**src/rtl/recip_pkg.sv**
```systemverilog
package recip_pkg;

  // Seed for table index k: reciprocal of the interval midpoint,
  // rounded to nearest, as a fraction of seed_w bits.
  function automatic int unsigned seed_of(int unsigned k, int unsigned addr_w,
                                          int unsigned seed_w);
    int unsigned num;
    int unsigned den;
    int unsigned s;
    num = 32'd1 << (seed_w + addr_w + 1);
    den = (32'd1 << (addr_w + 1)) + 2 * k + 1;
    s   = (2 * num + den) / (2 * den);
    if (s > (32'd1 << seed_w) - 1) s = (32'd1 << seed_w) - 1;
    return s;
  endfunction

endpackage

```
**src/rtl/recip_seed_lut.sv**
```systemverilog
module recip_seed_lut #(
  parameter int ADDR_W = 5,
  parameter int SEED_W = 6
) (
  input  logic [ADDR_W-1:0]   addr,
  output logic [SEED_W-1:0]   seed,
  output logic [2*SEED_W-1:0] seed_sq
);
  localparam int DEPTH = 1 << ADDR_W;
  localparam int SQ_W  = 2 * SEED_W;

  logic [SEED_W-1:0] seed_tbl [DEPTH];
  logic [SQ_W-1:0]   sq_tbl   [DEPTH];

  for (genvar k = 0; k < DEPTH; k++) begin : g_entry
    localparam int unsigned SV = recip_pkg::seed_of(k, ADDR_W, SEED_W);
    assign seed_tbl[k] = SEED_W'(SV);
    assign sq_tbl[k]   = SQ_W'(SV * SV);
  end

  assign seed    = seed_tbl[addr];
  assign seed_sq = sq_tbl[addr];
endmodule

```
**src/rtl/recip_refine.sv**
```systemverilog
module recip_refine #(
  parameter int IN_FRAC  = 12,
  parameter int SEED_W   = 6,
  parameter int OUT_FRAC = 16
) (
  input  logic [IN_FRAC:0]    d,
  input  logic [SEED_W-1:0]   seed,
  input  logic [2*SEED_W-1:0] seed_sq,
  output logic [OUT_FRAC-1:0] res
);
  localparam int SCALE = IN_FRAC + 2 * SEED_W;   // fraction bits of exact result
  localparam int ACC_W = SCALE + 2;
  localparam int SH    = SCALE - OUT_FRAC;       // must be >= 1

  logic [ACC_W-1:0] two_x0;
  logic [ACC_W-1:0] d_x0sq;
  logic [ACC_W-1:0] diff;
  logic [ACC_W-1:0] rnd;
  logic [ACC_W-1:0] q;

  always_comb begin
    two_x0 = ACC_W'(seed) << (IN_FRAC + SEED_W + 1);
    d_x0sq = ACC_W'(d) * ACC_W'(seed_sq);
    diff   = two_x0 - d_x0sq;
    rnd    = diff + (ACC_W'(1) << (SH - 1));
    q      = rnd >> SH;
    if (q > ACC_W'((1 << OUT_FRAC) - 1)) res = '1;
    else                                 res = q[OUT_FRAC-1:0];
  end
endmodule

```
**src/rtl/recip_nr1.sv**
```systemverilog
module recip_nr1 #(
  parameter int IN_FRAC  = 12,
  parameter int OUT_FRAC = 16,
  parameter int ADDR_W   = 5,
  parameter int SEED_W   = 6
) (
  input  logic                clk,
  input  logic                rst_n,
  input  logic                in_valid,
  output logic                in_ready,
  input  logic [IN_FRAC:0]    in_data,
  output logic                out_valid,
  input  logic                out_ready,
  output logic [OUT_FRAC-1:0] out_data
);
  logic [ADDR_W-1:0]   addr;
  logic [SEED_W-1:0]   seed;
  logic [2*SEED_W-1:0] seed_sq;
  logic [OUT_FRAC-1:0] res;
  logic                take;

  assign addr     = in_data[IN_FRAC-1 -: ADDR_W];
  assign in_ready = !out_valid || out_ready;
  assign take     = in_valid && in_ready;

  recip_seed_lut #(.ADDR_W(ADDR_W), .SEED_W(SEED_W)) u_lut (
    .addr    (addr),
    .seed    (seed),
    .seed_sq (seed_sq)
  );

  recip_refine #(.IN_FRAC(IN_FRAC), .SEED_W(SEED_W), .OUT_FRAC(OUT_FRAC)) u_refine (
    .d       (in_data),
    .seed    (seed),
    .seed_sq (seed_sq),
    .res     (res)
  );

  always_ff @(posedge clk or negedge rst_n) begin
    if (!rst_n) begin
      out_valid <= 1'b0;
      out_data  <= '0;
    end else begin
      if (in_ready) out_valid <= in_valid;
      if (take)     out_data  <= res;
    end
  end
endmodule

```
**config.mk**
```make
export PLATFORM = sky130hd
export DESIGN_NAME = recip_nr1
export DESIGN_NICKNAME = d
export VERILOG_FILES = /design/src/rtl/recip_pkg.sv /design/src/rtl/recip_seed_lut.sv /design/src/rtl/recip_refine.sv /design/src/rtl/recip_nr1.sv
export SDC_FILE = /design/constraint.sdc
export NUM_CORES = 1
export LEC_CHECK = 0
export ABC_CLOCK_PERIOD_IN_PS = 1800
export CAP_MARGIN = 20
export CORE_MARGIN = 5
export CORE_UTILIZATION = 66
export DETAILED_ROUTE_END_ITERATION = 16
export GPL_TIMING_DRIVEN = 0
export PLACE_DENSITY = 0.86
export RECOVER_POWER = 100
export SLEW_MARGIN = 20
export SYNTH_ARGS = -nofsm -noshare
export SYNTH_HDL_FRONTEND = slang
export SYNTH_HIERARCHICAL = 1
export SYNTH_SLANG_ARGS = --single-unit
```
**constraint.sdc**
```tcl
create_clock -name clk -period 1.8 [get_ports clk]
set_clock_uncertainty 0.15 [all_clocks]
set_input_delay 0.18 -clock clk [delete_from_list [all_inputs] [get_ports clk]]
set_output_delay 0.18 -clock clk [all_outputs]
set_load 0.1 [all_outputs]
```
==> impl_metrics.py <==
metrics = {
    "floorplanning": {
        "die-width_um": 113.8,
        "core_mm2": 0.01042,
        "die_y_um": 113.8,
        "initial_core_util_pct": 68.26,
        "dieArea_mm2": 0.01295,
        "ioPinCount": 35,
        "fp-row-count": 37,
    },
    "placed_design": {
        "dp.cells": 984,
        "hpwl_um": 13990,
        "place.gp.congestion": 0.9117,
        "place_area_mm2": 0.007811,
        "port_buffers": 34,
    },
    "clock_tree": {
        "cts_made_buffers": 3,
        "cts_tree": "done",
        "htree_levels": 1,
        "ctsLongestPathBuffers": 2,
        "clk_pin_slew_ns": 0.07,
        "holdBufCountCts": 0,
        "clockRootBuffer": "clkbuf_8",
        "clock_sinks": 17,
        "clock_latency_ns": 0.25,
    },
    "global_routing": {
        "overflow": 0,
        "grt_pass1_vias": 6521,
        "grt_antenna_before_repair": 0,
        "grt_use_met1_pct": 34.43,
        "met2_usage_pct": 53.79,
        "grt_usage_pct": 29.02,
        "grtUsageMet3_pct": 3.767,
        "busiest_layer": "met2",
        "grt_pass1_wl_um": 30510,
        "grt_max_degree": 18,
    },
    "sta": {
        "report.final.slew_viol_count": 0,
        "fin_crit_ns": 7.029,
        "fmax_ghz": 0.1423,
        "relSlewSlack_pct": 36.40,
        "hold_viol": 0,
        "rsz0062_at_grt": "yes",
        "worst_slack_ns": -5.229,
        "setup_viol_count_final": 16,
        "min_period_over_period_pct": 390.5,
        "worstMarginPinSlew_ns": 0.9578,
    },
    "status": {
        "violations": "negative setup slack",
        "status": "finished with violations",
    },
    "route": {
        "num_vias": 6074,
        "routed_via_density": 5.932,
        "ant_nets": 0,
        "drt_iter0_markers": 369,
        "wl_um": 18660,
        "wl_per_cell_um": 18.22,
        "drtPass1Iterations": 6,
        "drt_drc_violations_left": 0,
    },
    "synth": {
        "syn_avg_cell_area_um2": 8.735,
        "synthArstFlopShare_pct": 100.0,
        "synth_cells": 814,
        "ys.flop_type": "dfrtp_1",
        "ys_types": 64,
        "synth_area_mm2": 0.007111,
        "synth-seq-area-share_pct": 5.983,
        "synth-seq-cells": 17,
        "ys_warn_count": 6,
        "synth_nets": 1029,
        "synth_edf_count": 0,
    },
    "final_layout": {
        "final_util_pct": 80.59,
        "layout-drive-gt1-share_pct": 19.37,
        "diodes": 0,
        "final_common_cell": "inv_1",
        "seqCellArea_um2": 425.4,
        "fin_area_mm2": 0.008394,
        "final_cell_mix": "inv_1, fa_1, and2_1, nand2_1, ha_1",
        "num-fill-cells": 673,
        "multi_input_area_mm2": 0.006182,
        "stdcell_count": 1024,
        "finalNetCount": 1104,
        "area_growth_pct": 18.05,
    },
    "hold_path": {
        "hold_class": "input port to async pin",
    },
    "critical_path": {
        "crit_path_top_delay_cell": "fa_1",
        "end_kind": "register",
        "start_kind": "input port",
        "crit_arrival_ns": 7.02,
        "critical_path.max_stage_delay_ns": 0.61,
        "path_buf_inv": 10,
        "worstPathMaxFanout": 6,
        "critPathKind": "input port to register",
        "critical_path.top_delay_family": "adder cells",
        "required_ns": 1.79,
    },
    "flow_run": {
        "cap_viol_max_count": 0,
    },
}
## registers in the layout (all words and copies together) (netlist names)
register   count
out_valid      1
out_data      16
## cell usage after synthesis (all sizes together), types with 5 or more instances
cell type  count  area, um^2
buf           11       81.33
or3            5       31.28
nor2b          5       31.28
nand2         83       319.1
inv          171       641.9
mux2          17       229.0
nand4         14       87.58
ha            79       988.5
dfrtp         17       425.4
nand2b        11       76.32
o21ai         21       108.9
xnor2          9       97.60
xor2           5       43.79
a21oi         20       100.1
a21o          10       75.07
a211oi         5       37.54
o21bai         5       37.54
clkbuf        29       108.9
fa           119        2382
and2          95       594.3
nor2          18       67.56
## cells by family (layout without fill, tap and decap cells)
group	after synthesis	after routing	synth area share [%]
buf+inv	211	285	11.70
compound gates	97	97	9.414
simple gates	253	253	19.30
fa+ha+maj	198	198	47.40
mux	22	22	4.100
xor+xnor	14	14	1.988
other cells	2	2	0.1056
flops	17	17	5.983
## stage by stage
| step | setup slack (ns) | hold WS, ns | TNS [ns] |
|---|---|---|---|
| after floorplan | -4.919 | -0.2656 | -73.03 |
| after global placement | -6.500 | 0.3415 | -98.91 |
| after detailed placement | -6.626 | 0.3419 | -101.06 |
| after CTS | -5.226 | 0.2435 | -80.56 |
| after global routing | -5.368 | 0.3737 | -83.17 |
| final | -5.229 | 0.2975 | -80.60 |
## layer usage
layer  vias up  wire length (um)
met3        70              1418
met1      3017              6754
li1       2689                 -
met4         0               789
met5         -                 0
met2       298              9698
## cell type report
class | count | share of cell area (%)
Buffer | 40 | 3.875
Clock buffer | 3 | 0.4919
Multi-Input combinational cell | 586 | 73.65
Tap cell | 136 | 2.027
Sequential cell | 17 | 5.068
Timing Repair Buffer | 70 | 7.020
Clock inverter | 1 | 0.05962
Inverter | 171 | 7.810
## worst paths after layout
check / start / endpoint / slack, ns / depth (start not counted)
setup / recovery: in_data[8] / out_data[14] / -5.23 / 29
hold / removal: rst_n / out_data[3] / 0.30 / 1
setup reg to reg: out_valid / out_data[9] / 0.38 / 4
hold reg to reg: out_data[12] / out_data[12] / 0.36 / 1
max in group asynchronous: rst_n / out_data[15] / 0.70 / 1
min in group clk: out_data[12] / out_data[12] / 0.36 / 1
## timing repair
item	CTS	global route
resized for setup	112	47
setup endpoints to repair	34	29
pin swaps	25	36
hold endpoints to repair	0	0
setup buffers	28	8
Power is not shown: default switching activity piles up to over one toggle a cycle in this logic, so the estimate is an artifact.
